$ cat src/rtl/lcd_scan_pkg.sv
package lcd_scan_pkg;
  localparam int NUM_COM = 48;

  typedef enum logic [1:0] {
    DUTY16 = 2'd0,
    DUTY24 = 2'd1,
    DUTY32 = 2'd2,
    DUTY48 = 2'd3
  } duty_e;

  typedef enum logic [2:0] {
    ST_REQ  = 3'd0,
    ST_LO   = 3'd1,
    ST_RISE = 3'd2,
    ST_FALL = 3'd3,
    ST_LOAD = 3'd4
  } shift_st_e;
endpackage

$ cat src/rtl/lcd_mode_dec.sv
module lcd_mode_dec
  import lcd_scan_pkg::*;
#(
  parameter int CHARS_WIDE   = 80,
  parameter int CHARS_NARROW = 40,
  parameter int CHAR_W       = 5,
  parameter int ROW_W        = 6,
  parameter int BIT_W        = 9
) (
  input  duty_e             duty_i,
  output logic [ROW_W-1:0]  rows_o,
  output logic [BIT_W-1:0]  bits_o
);
  localparam int WIDE_BITS   = CHARS_WIDE * CHAR_W;
  localparam int NARROW_BITS = CHARS_NARROW * CHAR_W;

  always_comb begin
    case (duty_i)
      DUTY16:  begin rows_o = ROW_W'(16); bits_o = BIT_W'(WIDE_BITS);   end
      DUTY24:  begin rows_o = ROW_W'(24); bits_o = BIT_W'(WIDE_BITS);   end
      DUTY32:  begin rows_o = ROW_W'(32); bits_o = BIT_W'(NARROW_BITS); end
      default: begin rows_o = ROW_W'(48); bits_o = BIT_W'(NARROW_BITS); end
    endcase
  end
endmodule

$ cat src/rtl/lcd_shift_seq.sv
module lcd_shift_seq
  import lcd_scan_pkg::*;
#(
  parameter int BIT_W = 9
) (
  input  logic             clk,
  input  logic             rst,
  input  logic [BIT_W-1:0] bits_i,
  input  logic             pix_valid_i,
  input  logic             pix_bit_i,
  output logic             pix_ready_o,
  output logic             row_req_o,
  output logic             sd_o,
  output logic             scl_o,
  output logic             ld_o,
  output logic             load_go_o
);
  shift_st_e        state;
  logic [BIT_W-1:0] cnt;
  logic             last_bit;

  assign last_bit    = (cnt == bits_i - BIT_W'(1));
  assign load_go_o   = (state == ST_FALL) && last_bit;
  assign pix_ready_o = (state == ST_LO);
  assign row_req_o   = (state == ST_REQ);

  always_ff @(posedge clk) begin
    if (rst) begin
      state <= ST_LOAD;
      cnt   <= '0;
      sd_o  <= 1'b0;
      scl_o <= 1'b0;
      ld_o  <= 1'b0;
    end else begin
      case (state)
        ST_REQ: begin
          cnt   <= '0;
          state <= ST_LO;
        end
        ST_LO: begin
          if (pix_valid_i) begin
            sd_o  <= pix_bit_i;
            state <= ST_RISE;
          end
        end
        ST_RISE: begin
          scl_o <= 1'b1;
          state <= ST_FALL;
        end
        ST_FALL: begin
          scl_o <= 1'b0;
          if (last_bit) begin
            ld_o  <= 1'b1;
            state <= ST_LOAD;
          end else begin
            cnt   <= cnt + BIT_W'(1);
            state <= ST_LO;
          end
        end
        default: begin
          ld_o  <= 1'b0;
          state <= ST_REQ;
        end
      endcase
    end
  end
endmodule

$ cat src/rtl/lcd_com_drv.sv
module lcd_com_drv #(
  parameter int NUM   = 48,
  parameter int ROW_W = 6
) (
  input  logic             clk,
  input  logic             rst,
  input  logic             load_i,
  input  logic [ROW_W-1:0] row_i,
  output logic [NUM-1:0]   com_o
);
  for (genvar i = 0; i < NUM; i++) begin : g_com
    always_ff @(posedge clk) begin
      if (rst)         com_o[i] <= 1'b0;
      else if (load_i) com_o[i] <= (row_i == ROW_W'(i));
    end
  end
endmodule

$ cat src/rtl/lcd_scan_drv.sv
module lcd_scan_drv
  import lcd_scan_pkg::*;
#(
  parameter int CHARS_WIDE   = 80,
  parameter int CHARS_NARROW = 40,
  parameter int CHAR_W       = 5
) (
  input  logic              clk,
  input  logic              rst,
  input  logic [1:0]        mode,
  input  logic              pix_valid,
  input  logic              pix_bit,
  output logic              pix_ready,
  output logic              row_req,
  output logic              seg_data,
  output logic              seg_clk,
  output logic              seg_load,
  output logic              frame_alt,
  output logic [NUM_COM-1:0] com
);
  localparam int MAX_BITS = (CHARS_WIDE > CHARS_NARROW ? CHARS_WIDE : CHARS_NARROW) * CHAR_W;
  localparam int BIT_W    = $clog2(MAX_BITS + 1);
  localparam int ROW_W    = $clog2(NUM_COM + 1);

  duty_e            mode_q;
  logic [ROW_W-1:0] row_q;
  logic [ROW_W-1:0] rows;
  logic [BIT_W-1:0] bits;
  logic             load_go;

  lcd_mode_dec #(
    .CHARS_WIDE  (CHARS_WIDE),
    .CHARS_NARROW(CHARS_NARROW),
    .CHAR_W      (CHAR_W),
    .ROW_W       (ROW_W),
    .BIT_W       (BIT_W)
  ) mode_dec_i (
    .duty_i(mode_q),
    .rows_o(rows),
    .bits_o(bits)
  );

  lcd_shift_seq #(.BIT_W(BIT_W)) seq_i (
    .clk        (clk),
    .rst        (rst),
    .bits_i     (bits),
    .pix_valid_i(pix_valid),
    .pix_bit_i  (pix_bit),
    .pix_ready_o(pix_ready),
    .row_req_o  (row_req),
    .sd_o       (seg_data),
    .scl_o      (seg_clk),
    .ld_o       (seg_load),
    .load_go_o  (load_go)
  );

  lcd_com_drv #(.NUM(NUM_COM), .ROW_W(ROW_W)) com_i (
    .clk   (clk),
    .rst   (rst),
    .load_i(load_go),
    .row_i (row_q),
    .com_o (com)
  );

  always_ff @(posedge clk) begin
    if (rst) begin
      mode_q    <= DUTY16;
      row_q     <= '0;
      frame_alt <= 1'b0;
    end else begin
      if (row_req && row_q == '0) mode_q <= duty_e'(mode);
      if (load_go) begin
        if (row_q == rows - ROW_W'(1)) begin
          row_q     <= '0;
          frame_alt <= ~frame_alt;
        end else begin
          row_q <= row_q + ROW_W'(1);
        end
      end
    end
  end
endmodule

$ cat config.mk
export PLATFORM = sky130hd
export DESIGN_NAME = lcd_scan_drv
export DESIGN_NICKNAME = d
export VERILOG_FILES = /design/src/rtl/lcd_scan_pkg.sv /design/src/rtl/lcd_mode_dec.sv /design/src/rtl/lcd_shift_seq.sv /design/src/rtl/lcd_com_drv.sv /design/src/rtl/lcd_scan_drv.sv
export SDC_FILE = /design/constraint.sdc
export NUM_CORES = 1
export LEC_CHECK = 0
export ABC_AREA = 1
export BUFFER_PORTS_ARGS = -buffer_cell sky130_fd_sc_hd__buf_2
export CORE_ASPECT_RATIO = 0.75
export CORE_MARGIN = 1
export CORE_UTILIZATION = 28
export DETAILED_ROUTE_END_ITERATION = 12
export PLACE_DENSITY = 0.53
export SYNTH_ARGS = -nofsm -noshare
export SYNTH_HDL_FRONTEND = slang
export SYNTH_HIERARCHICAL = 1
export SYNTH_SLANG_ARGS = --single-unit
$ cat constraint.sdc
create_clock -name clk -period 3.3 [get_ports clk]
set_clock_uncertainty 0.2 [all_clocks]
set_input_delay 0.495 -clock clk [delete_from_list [all_inputs] [get_ports clk]]
set_output_delay 0.495 -clock clk [all_outputs]
set_load 0.1 [all_outputs]
==> results of run 1 <==
-- routing by layer --
layer / vias to the layer above / track usage
met3: 9 / 0.0427
li1: 1847 / -
met4: 0 / 0.0372
met2: 96 / 0.207
met1: 1575 / 0.210
met5: - / 0
-- sequential cells by signal, summed over array words and instances, names as in the netlist --
signal       count
seq_i/sd_o       1
com_i/com_o     48
mode_q           2
seq_i/ld_o       1
frame_alt        1
seq_i/state      3
seq_i/scl_o      1
seq_i/cnt        9
row_q            6
-- worst min-delay path, cell delays in order --
cell and delay, ns:
sky130_fd_sc_hd__buf_2 0.10, sky130_fd_sc_hd__nand3_1 0.07, sky130_fd_sc_hd__a21oi_1 0.06
-- worst max path at each step --
stage / from / end / slack [ns]
2_1_floorplan: seq_i/state[2] / seq_i/cnt[1] / 0.08
3_3_place_gp: mode_q[1] / row_q[1] / 0.66
3_5_place_dp: mode_q[1] / row_q[1] / 0.57
4_1_cts: mode_q[1] / row_q[5] / 0.55
5_1_grt: mode_q[1] / row_q[5] / 0.23
6_report: mode_q[1] / row_q[5] / 0.57
-- power groups by stage --
stage          Combinational (mW)  Sequential [mW]  Clock (mW)
5_1_grt                     0.152            0.881        1.04
4_1_cts                     0.129            0.881       0.994
3_3_place_gp                0.127            0.900           0
6_report                    0.132            0.881       0.969
2_1_floorplan               0.112            0.902           0
3_5_place_dp                0.129            0.900           0
-- cell usage in the layout (no fill, tap or decap), types with 2 or more instances in the layout --
cell	n
sky130_fd_sc_hd__nand2_1	193
sky130_fd_sc_hd__dfxtp_1	72
sky130_fd_sc_hd__nor2_1	67
sky130_fd_sc_hd__buf_2	59
sky130_fd_sc_hd__inv_1	54
sky130_fd_sc_hd__a21oi_1	50
sky130_fd_sc_hd__nand3_1	26
sky130_fd_sc_hd__a21oi_2	12
sky130_fd_sc_hd__xor2_1	10
sky130_fd_sc_hd__inv_2	9
sky130_fd_sc_hd__clkbuf_16	9
sky130_fd_sc_hd__o21ai_0	8
sky130_fd_sc_hd__conb_1	8
sky130_fd_sc_hd__nor3_1	6
sky130_fd_sc_hd__ha_1	5
sky130_fd_sc_hd__nand3_2	4
sky130_fd_sc_hd__nor2_2	4
sky130_fd_sc_hd__nand4_1	4
sky130_fd_sc_hd__xnor2_1	3
sky130_fd_sc_hd__clkinvlp_4	3
sky130_fd_sc_hd__buf_4	3
sky130_fd_sc_hd__clkinv_2	2
sky130_fd_sc_hd__nand2_4	2
sky130_fd_sc_hd__clkinv_1	2
sky130_fd_sc_hd__nand2_2	2
-- stage by stage --
| stage | hold slack, ns | area, um^2 | setup WS, ns | utilization |
|---|---|---|---|---|
| after floorplan | 0.223 | 3780 | 0.0830 | - |
| after global placement | 0.235 | 4130 | 0.657 | 0.317 |
| after detailed placement | 0.246 | 4130 | 0.573 | 0.317 |
| after CTS | 0.220 | 4430 | 0.551 | 0.340 |
| after global routing | 0.241 | 4430 | 0.233 | 0.340 |
| final | 0.230 | 4430 | 0.567 | 0.340 |
-- kinds of logic after synthesis --
kind of cell	after synthesis
XOR/XNOR	13
adder cells (fa/ha/maj)	5
buffers and inverters	92
AND/OR/NAND/NOR	311
AO/OA/AOI/OAI	71
flip-flops	72
other	2
-- final cells by class --
type | instances | area share
Clock buffer | 9 | 0.0508
Clock inverter | 7 | 0.0161
Inverter | 65 | 0.0551
Multi-Input combinational cell | 408 | 0.428
Sequential cell | 72 | 0.325
Tap cell | 171 | 0.0483
Timing Repair Buffer | 63 | 0.0763
==> PnR_summary.wiki, run 1 <==
{| class="wikitable"
! Metric !! Value
|-
| Outcome || finished, final reports clean
|-
| Number of diodes || 0
|-
| Final non-filler cell total || a little under 800
|-
| Largest family of logic cells by synthesized area || simple AND/OR/NAND/NOR gates
|-
| Number of buffers added by the clock tree synthesis step || 9
|-
| Area taken by multi-input logic gates || 0.00190 mm^2
|-
| Most used standard cell by instance count after synthesis || sky130_fd_sc_hd__nand2_1
|-
| Area share of the largest cell type after synthesis || 0.384
|-
| Hold Crit Endpoint || seq_i/sd_o
|-
| Count of pins over their slew limit || 0
|-
| Cts-stage hold buffer count || 0
|-
| Effective utilization at floorplan || 0.288
|-
| IR drop worst, VDD || approximately 0.30 mV
|-
| Capture point of the worst reg-to-reg path || row_q[5]
|-
| Switching Fraction || 0.246
|-
| Floorplan die width || between 100 and 150 um
|-
| Vias in the first global route || 3199
|-
| Share of post-route cells with drive strength above 1 || 0.181
|-
| Antenna violations before repair || 0
|-
| Kind of cell adding the most delay to the critical path || simple AND/OR/NAND/NOR gates
|-
| Post-synthesis cell area || approximately 0.0038 mm^2
|-
| Vias/cell || around 4.4
|-
| Post-synth EDFFs || 0
|-
| Number of sinks handled by clock tree synthesis || 72
|-
| Mean instance size in the synthesized netlist || between 6 and 7 um^2
|-
| Slew HR || 0.632
|-
| Top flip-flop cell by instance count after synthesis || sky130_fd_sc_hd__dfxtp_1
|-
| Start of the worst register-to-register path || mode_q[1]
|-
| Total routed wire length on the met1 layer || 5150 um
|-
| Worst setup EP type || register
|-
| Minimum clock period || about 2.7 ns
|-
| Kind of critical path || reg -> reg
|-
| Detailed Routing Iterations Pass 1 || 5
|-
| Required time at the endpoint of the critical path || 3.32 ns
|-
| Unique masters post-synth || 28
|-
| Vias post-DR || about 3500
|-
| Internal power consumption || between 1 and 1.5 mW
|-
| Combinational Power Share || 0.067
|-
| Cell types occupying the most area after synthesis || sky130_fd_sc_hd__dfxtp_1, sky130_fd_sc_hd__nand2_1, sky130_fd_sc_hd__nor2_1
|-
| Met3 WL || around 480 um
|-
| Synthesized-area fraction occupied by ao, oa, aoi and oai cells || 0.107
|-
| Wire length of the first global-routing pass || between 15000 and 20000 um
|-
| Min-delay src || pix_bit
|-
| Net switching power figure || slightly below 0.5 mW
|-
| # nets final || 630
|-
| Overall Power || slightly below 2 mW
|-
| Maximum fanout count along the critical path || 10
|-
| Top routing layer in use || met4
|-
| Largest net degree at the start of global routing || 39
|-
| Post-synthesis share of cell area spent on and, or, nand and nor gates || 0.343
|-
| Launching element type of the critical path || register
|-
| Post-synthesis share of cell area spent on xor and xnor gates || 0.0303
|-
| Crit path buf inv count || 4
|-
| Post-detailed-placement half-perimeter wirelength || just over 7000 um
|-
| Worst hold path stage count || 3
|-
| CP Data Arrival Time || between 2 and 3 ns
|-
| Setup bufs post-CTS || 0
|-
| Setup repair after global routing missed its margin || false
|-
| Relative contribution of sequential cells to total power || 0.444
|-
| Aggregate global routing overflow || 0
|-
| Crit path cell chain || inv_1 > nor2_2 > nand2_1 > nor2_1 > nand2_1 > nand2_1 > nand2_1 > nor2_2 > nand3_1 > inv_1 > buf_4 > inv_2 > nor2_1 > nand2_1 > nor2_2 > nand3_2 > nand2_1 > nor2_1
|-
| Clock Latency Late Sink || ~0.34 ns
|-
| Multiplexer area fraction after synthesis || 0
|-
| Sequential cell area || 0.00144 mm^2
|-
| Clk pwr share || 0.489
|-
| Slack of the worst reg-to-reg path || approximately 0.57 ns
|-
| CTS H-Tree Depth || 3
|-
| Number of port buffers || 59
|-
| Slew at the pin closest to its max-slew limit || between 0.5 and 0.6 ns
|-
| Area of the placeable core || ~0.013 mm^2
|-
| Most frequent CP cell || sky130_fd_sc_hd__nand2_1
|-
| Count of antenna-violating nets left after detailed routing || 0
|-
| Synthesis-stage register bit count || 72
|-
| Number of max-cap violations || 0
|-
| Number of warnings printed during yosys synthesis || 6
|-
| Die extent in y || slightly above 100 um
|-
| Post-synthesis share of cell area spent on full adders, half adders and majority gates || 0.0167
|-
| Post-route fraction of the period consumed by the critical path || 0.828
|-
| Setup-failing EPs final || 0
|-
| Detailed-route wire length per cell || 12.0 um
|-
| Top achievable clock speed || 366 MHz
|-
| Sequential fraction of the synthesis area || 0.384
|-
| Post-placement cell count || approximately 780
|-
| Cts repair resizes || 0
|-
| Number of instances in the synthesized netlist || 566
|-
| Largest area contributor in the netlist || sky130_fd_sc_hd__dfxtp_1
|-
| Total die area || approximately 0.014 mm^2
|-
| CTS Buffer Depth || 2
|-
| Largest incremental delay on the critical path || 0.45 ns
|-
| Cell depth of the worst setup path || 18
|-
| Reg2reg path depth || 18
|-
| Row Count || 36
|-
| Final WL || about 9500 um
|-
| Hold crit path type || in -> reg
|-
| Final sum of negative setup slack || 0 ns
|-
| Final hold viol count || 0
|-
| Routed length on met2 || 3860 um
|-
| CTS tree || built
|-
| DRC errors left || 0
|-
| Static Leakage || approximately 1.9 nW
|-
| Layout overhead on the synthesized area || 18.0%
|-
| GP Congestion || about 0.84
|-
| Drt first-iter violations || 217
|-
| Power density of the placed cells || roughly 450 mW/mm^2
|-
| Critical-path top delay cell || sky130_fd_sc_hd__dfxtp_1
|-
| Share of flip-flops with an asynchronous set or reset || 0
|-
| Commonest cells post-synth || sky130_fd_sc_hd__nand2_1, sky130_fd_sc_hd__dfxtp_1, sky130_fd_sc_hd__nor2_1
|-
| Root Buffer Master || sky130_fd_sc_hd__clkbuf_16
|-
| Fill cells || approximately 1400
|-
| Clock-pin slew on the worst setup and hold paths || ~0.060 ns
|-
| Ports || 60
|-
| Global routing usage summed across all routing layers || 0.145
|}
No activity file was read; power rests on OpenSTA's default activity.
==> inputs of run 2 (changes only) <==
PLACE_DENSITY = 0.55   (was 0.53)
clock period = 2.5 ns   (was 3.3 ns; I/O delays follow)
==> PnR_summary.wiki, run 2 (same netlist as run 1, synthesis figures left out) <==
{| class="wikitable"
! Metric !! Value
|-
| Final sum of negative setup slack || 0 ns
|-
| Drt first-iter violations || between 200 and 300
|-
| Hold Crit Endpoint || seq_i/sd_o
|-
| Area of the placeable core || 0.0130 mm^2
|-
| Root Buffer Master || sky130_fd_sc_hd__clkbuf_16
|-
| Relative contribution of sequential cells to total power || 0.438
|-
| Power density of the placed cells || a little under 600 mW/mm^2
|-
| Hold crit path type || in -> reg
|-
| Die extent in y || around 100 um
|-
| Number of buffers added by the clock tree synthesis step || 9
|-
| CTS H-Tree Depth || 3
|-
| Kind of critical path || reg -> reg
|-
| Worst path setup slack after routing || slightly below 0.2 ns
|-
| Number of max-cap violations || 0
|-
| Highest-count cells in the layout ignoring fill and taps || sky130_fd_sc_hd__nand2_1, sky130_fd_sc_hd__dfxtp_1, sky130_fd_sc_hd__nor2_1
|-
| Worst hold path stage count || 3
|-
| IR drop worst, VDD || between 0.2 and 0.3 mV
|-
| Switching Fraction || 0.249
|-
| Detailed Routing Iterations Pass 1 || 5
|-
| Vias post-DR || 3567
|-
| Clock-pin slew on the worst setup and hold paths || roughly 0.06 ns
|-
| Combinational Power Share || 0.071
|-
| Final hold viol count || 0
|-
| Required time at the endpoint of the critical path || approximately 2.5 ns
|-
| Total die area || approximately 0.014 mm^2
|-
| Min-delay src || pix_bit
|-
| Total routed wire length on the met1 layer || a little under 5000 um
|-
| Number of sinks handled by clock tree synthesis || between 70 and 80
|-
| Post-detailed-placement half-perimeter wirelength || between 7000 and 8000 um
|-
| Detailed-route wire length per cell || roughly 12 um
|-
| CTS Buffer Depth || 2
|-
| Vias in the first global route || 3389
|-
| Count of antenna-violating nets left after detailed routing || 0
|-
| Fill cells || ~1400
|-
| Cts-stage hold buffer count || 0
|-
| Pre-CTS setup slack || -0.0632 ns
|-
| Row Count || 36
|-
| Floorplan die width || around 140 um
|-
| CP Data Arrival Time || around 2.3 ns
|-
| Routed length on met2 || just over 4000 um
|-
| Number of port buffers || 59
|-
| Launching element type of the critical path || register
|-
| Layout overhead on the synthesized area || 20.9%
|-
| Worst setup EP type || register
|-
| Leading registers by flop count || com_i/com_o: 48 flops, seq_i/cnt: 9 flops, row_q: 6 flops
|-
| Global routing usage summed across all routing layers || 0.149
|-
| Capture point of the worst reg-to-reg path || row_q[5]
|-
| Top reg by flops || com_i/com_o
|-
| Max reg flops || 48
|-
| Static Leakage || 1.98 nW
|-
| Sequential cell area || 0.00144 mm^2
|-
| Minimum clock period || about 2.3 ns
|-
| Number of diodes || 0
|-
| Reg2reg path depth || 15
|-
| Net switching power figure || approximately 0.66 mW
|-
| Outcome || finished, final reports clean
|-
| Setup repair after global routing missed its margin || false
|-
| Top achievable clock speed || between 400 and 500 MHz
|-
| CTS tree || built
|-
| Antenna violations before repair || 0
|-
| Wire length of the first global-routing pass || between 15000 and 20000 um
|-
| Top routing layer in use || met4
|-
| Ports || 60
|-
| Clock Latency Late Sink || around 0.33 ns
|-
| Post-route fraction of the period consumed by the critical path || 0.921
|-
| Largest net degree at the start of global routing || 46
|-
| DRC errors left || 0
|-
| Clk pwr share || 0.492
|-
| # nets final || between 600 and 700
|-
| Vias/cell || 4.45
|-
| Maximum fanout count along the critical path || 12
|-
| Met3 WL || between 500 and 600 um
|-
| Slack of the worst reg-to-reg path || roughly 0.20 ns
|-
| Internal power consumption || 1.99 mW
|-
| Share of post-route cells with drive strength above 1 || 0.197
|-
| Area taken by multi-input logic gates || a little under 0.002 mm^2
|-
| Start of the worst register-to-register path || mode_q[1]
|-
| Most frequent standard cell in the layout excluding fill and tap cells || sky130_fd_sc_hd__nand2_1
|-
| Final WL || between 9000 and 10000 um
|-
| Setup-failing EPs final || 0
|-
| GP Congestion || around 0.79
|-
| Count of pins over their slew limit || 0
|-
| Effective utilization at floorplan || 0.288
|-
| Aggregate global routing overflow || 0
|}
## run 2: cell count changes in the layout (fill, tap and decap cells not counted), sizes merged
cell and change:
buf +6, clkinv +5, clkinvlp -3, inv -1
## run 2: layout make-up
cell class              instances  share of cell area
repair buffers                 69              0.0852
repair inverters                1             0.00110
well taps                     171              0.0471
flip-flops and latches         72               0.318
multi-input cells             408               0.425
inverters                      65              0.0571
clock inverters                 7              0.0174
clock buffers                   9              0.0496
## run 2: timing repair
| action | CTS | global route |
|---|---|---|
| gates resized for setup | 1 | 17 |
| gates cloned | 0 | 1 |
| setup endpoints to repair | 32 | 52 |
| pin swaps | 0 | 3 |
| setup buffers | 0 | 1 |
## run 2: worst max-delay path by stage
stage                    from         endpoint
6_report            mode_q[1]         row_q[5]
5_1_grt             mode_q[1]        frame_alt
4_1_cts             mode_q[1]   com_i/com_o[1]
3_5_place_dp        mode_q[1]   com_i/com_o[5]
3_3_place_gp        mode_q[1]  com_i/com_o[19]
2_1_floorplan  seq_i/state[2]     seq_i/cnt[1]
## run 2: power groups by stage
| stage | Sequential (mW) | Clock, mW | Combinational [mW] |
|---|---|---|---|
| final | 1.16 | 1.30 | 0.187 |
| after detailed placement | 1.18 | 0 | 0.175 |
| after global routing | 1.16 | 1.39 | 0.214 |
| after floorplan | 1.19 | 0 | 0.148 |
| after global placement | 1.18 | 0 | 0.174 |
| after CTS | 1.16 | 1.33 | 0.176 |
## run 2: per-layer routing
metal | vias up | track usage
li1 | 1867 | -
met1 | 1595 | 0.206
met2 | 92 | 0.221
met3 | 13 | 0.0342
met4 | 0 | 0.0605
met5 | - | 0
## run 2: per-stage QoR
stage | hold slack [ns] | power, mW | cells | instance area [um^2] | utilization
final | 0.113 | 2.65 | 802 | 4540 | 0.349
after global placement | 0.237 | 1.36 | 784 | 4160 | 0.320
after floorplan | 0.223 | 1.34 | 572 | 3780 | -
after detailed placement | 0.239 | 1.36 | 784 | 4160 | 0.320
after global routing | 0.120 | 2.76 | 802 | 4540 | 0.349
after CTS | 0.107 | 2.66 | 800 | 4470 | 0.343
## run 2: worst max-delay path, cell delays in order, from the launching register on
cell and delay [ns]:
sky130_fd_sc_hd__dfxtp_1 0.31, sky130_fd_sc_hd__buf_4 0.18, sky130_fd_sc_hd__nor2_4 0.13, sky130_fd_sc_hd__nand2_1 0.07, sky130_fd_sc_hd__nor2_1 0.08, sky130_fd_sc_hd__nand2_1 0.06
sky130_fd_sc_hd__nand2_1 0.07, sky130_fd_sc_hd__nand2_1 0.05, sky130_fd_sc_hd__nor2_2 0.13, sky130_fd_sc_hd__nand3_1 0.12, sky130_fd_sc_hd__inv_2 0.11, sky130_fd_sc_hd__buf_4 0.13
sky130_fd_sc_hd__nand4_1 0.13, sky130_fd_sc_hd__nor3_1 0.22, sky130_fd_sc_hd__xnor2_1 0.14, sky130_fd_sc_hd__nor2_1 0.06
==> inputs of run 3 (changes only) <==
CORE_UTILIZATION = 35   (was 28)
CTS_CLUSTER_SIZE = 12   (was unset)
PLACE_DENSITY = 0.64   (was 0.55)
==> PnR_summary.wiki, run 3 (same netlist as run 1, synthesis figures left out) <==
{| class="wikitable"
! Metric !! Value
|-
| Last element of the critical path || row_q[1]
|-
| Count of antenna-violating nets left after detailed routing || 0
|-
| Aggregate global routing overflow || 0
|-
| Maximum fanout count along the critical path || 6
|-
| IR drop worst, VDD || around 0.32 mV
|-
| Clock Latency Late Sink || 0.33 ns
|-
| Power density of the placed cells || about 600 mW/mm^2
|-
| Setup-failing EPs final || 0
|-
| CTS Buffer Depth || 2
|-
| Floorplan die width || between 100 and 150 um
|-
| Count of pins over their slew limit || 0
|-
| Timing startpoint of the critical path || mode_q[1]
|-
| Drt first-iter violations || 293
|-
| Ports || 60
|-
| Post-detailed-placement half-perimeter wirelength || around 6700 um
|-
| Cell depth of the worst setup path || 17
|-
| CP Data Arrival Time || roughly 2.3 ns
|-
| Area taken by multi-input logic gates || 0.00192 mm^2
|-
| DRC errors left || 0
|-
| Clock-pin slew on the worst setup and hold paths || 0.06 ns
|-
| Antenna violations before repair || 0
|-
| Final WL || about 9000 um
|-
| Crit path buf inv count || 4
|-
| GP Congestion || between 0.8 and 0.9
|-
| Worst setup EP type || register
|-
| Final sum of negative setup slack || 0 ns
|-
| Number of diodes || 0
|-
| Post-route fraction of the period consumed by the critical path || 0.923
|-
| Root Buffer Master || sky130_fd_sc_hd__clkbuf_16
|-
| Launching element type of the critical path || register
|-
| Max reg flops || 48
|-
| Number of buffers added by the clock tree synthesis step || 9
|-
| Number of port buffers || 59
|-
| # nets final || 640
|-
| CTS H-Tree Depth || 3
|-
| Top reg by flops || com_i/com_o
|-
| Vias/cell || about 4.6
|-
| Number of max-cap violations || 0
|-
| Critical-path top delay cell || sky130_fd_sc_hd__dfxtp_2
|-
| CTS tree || built
|-
| Most frequent standard cell in the layout excluding fill and tap cells || sky130_fd_sc_hd__nand2_1
|-
| Area of the placeable core || about 0.010 mm^2
|-
| Crit path cell chain || buf_4 > inv_1 > nand2_1 > nand2_1 > nor2_1 > nor2_1 > nand2_1 > nor2_2 > nand3_2 > inv_4 > inv_2 > nor2_1 > nand2_1 > nor2_2 > nand3_2 > nand2_2 > nor2_1
|-
| Row Count || 32
|-
| Detailed Routing Iterations Pass 1 || 6
|-
| Layout overhead on the synthesized area || 21.0%
|-
| Global routing usage summed across all routing layers || 0.175
|-
| Kind of cell adding the most delay to the critical path || simple AND/OR/NAND/NOR gates
|-
| Slack of the worst reg-to-reg path || about 0.19 ns
|-
| Start of the worst register-to-register path || mode_q[1]
|-
| Highest-count cells in the layout ignoring fill and taps || sky130_fd_sc_hd__nand2_1, sky130_fd_sc_hd__dfxtp_1, sky130_fd_sc_hd__nor2_1
|-
| Detailed-route wire length per cell || around 12 um
|-
| Minimum clock period || approximately 2.3 ns
|-
| Post-route design area || ~0.0045 mm^2
|-
| Wire length of the first global-routing pass || about 15000 um
|-
| Largest net degree at the start of global routing || 52
|-
| Effective utilization at floorplan || 0.362
|-
| Share of post-route cells with drive strength above 1 || 0.207
|-
| Overall Power || 2.72 mW
|-
| Sequential cell area || about 0.0014 mm^2
|-
| Vias post-DR || 3561
|-
| Die extent in y || between 90 and 100 um
|-
| Required time at the endpoint of the critical path || around 2.5 ns
|-
| Hold crit path type || in -> reg
|-
| Leading registers by flop count || com_i/com_o: 48 flops, seq_i/cnt: 9 flops, row_q: 6 flops
|-
| Placement-stage cell area || approximately 0.0041 mm^2
|-
| Setup repair after global routing missed its margin || false
|-
| Capture point of the worst reg-to-reg path || row_q[1]
|-
| Final hold viol count || 0
|-
| Reg2reg path depth || 17
|-
| Top achievable clock speed || 433 MHz
|-
| Outcome || finished, final reports clean
|-
| Fill cells || about 1100
|-
| Kind of critical path || reg -> reg
|-
| Vias in the first global route || roughly 3200
|-
| Largest incremental delay on the critical path || approximately 0.34 ns
|-
| Number of sinks handled by clock tree synthesis || just over 70
|-
| Static Leakage || between 2 and 2.5 nW
|-
| Total die area || ~0.011 mm^2
|}
-- run 3: changes by cell type in the layout (fill, tap and decap cells not counted), sizes merged --
cell      previous run  this run
buf                 69        73
bufinv               1         2
clkbuf               9        10
clkinv               9         6
clkinvlp             0         1
inv                 63        62
-- run 3: final cells by class --
cell class | count | share of cell area
Multi-Input combinational cell | 408 | 0.422
Clock buffer | 10 | 0.0526
Inverter | 65 | 0.0551
Tap cell | 136 | 0.0375
Sequential cell | 72 | 0.318
Timing Repair Buffer | 73 | 0.0964
Clock inverter | 6 | 0.0182
-- run 3: how the worst min path moves through the flow --
stage / endpoint / start / depth (start not counted)
final: seq_i/sd_o / pix_bit / 3
after global routing: seq_i/sd_o / pix_bit / 3
after CTS: mode_q[1] / mode[1] / 3
after detailed placement: mode_q[0] / mode_q[0] / 2
after global placement: mode_q[0] / mode_q[0] / 2
after floorplan: mode_q[0] / mode_q[0] / 2
-- run 3: per-stage QoR --
stage	util	cells	worst slack [ns]	hold WS [ns]
6_report	0.438	770	0.192	0.133
4_1_cts	0.434	768	0.0224	0.126
5_1_grt	0.438	770	0.00261	0.133
2_1_floorplan	-	572	-0.0253	0.223
3_5_place_dp	0.400	750	-0.105	0.254
3_3_place_gp	0.400	750	0.0351	0.234
-- run 3: report_power, final --
group	internal, mW	switching (mW)
Combinational	0.0542	0.130
Clock	0.895	0.482
Sequential	1.16	0.00718
Total	2.10	0.619
-- run 3: worst min-delay path, cell delays in order --
cell,delay [ns]
sky130_fd_sc_hd__buf_2,0.10
sky130_fd_sc_hd__nand3_1,0.07
sky130_fd_sc_hd__a21oi_1,0.07
-- run 3: routing by layer --
metal  wire (um)  vias to the layer above  part of all wire  GRT usage
li1            -                     1865                 -          -
met1        4430                     1576              0.48      0.243
met2        3990                      109              0.44      0.264
met3         627                       11             0.068     0.0460
met4         107                        0             0.012     0.0473
met5           0                        -                 0          0
-- run 3: timing repair --
action                                  4_1_cts  5_1_grt
gates resized for setup                       2       10
setup buffers                                 2        2
hold buffers                                  0        0
pin swaps                                     1        3
endpoints found under the setup margin       49       50
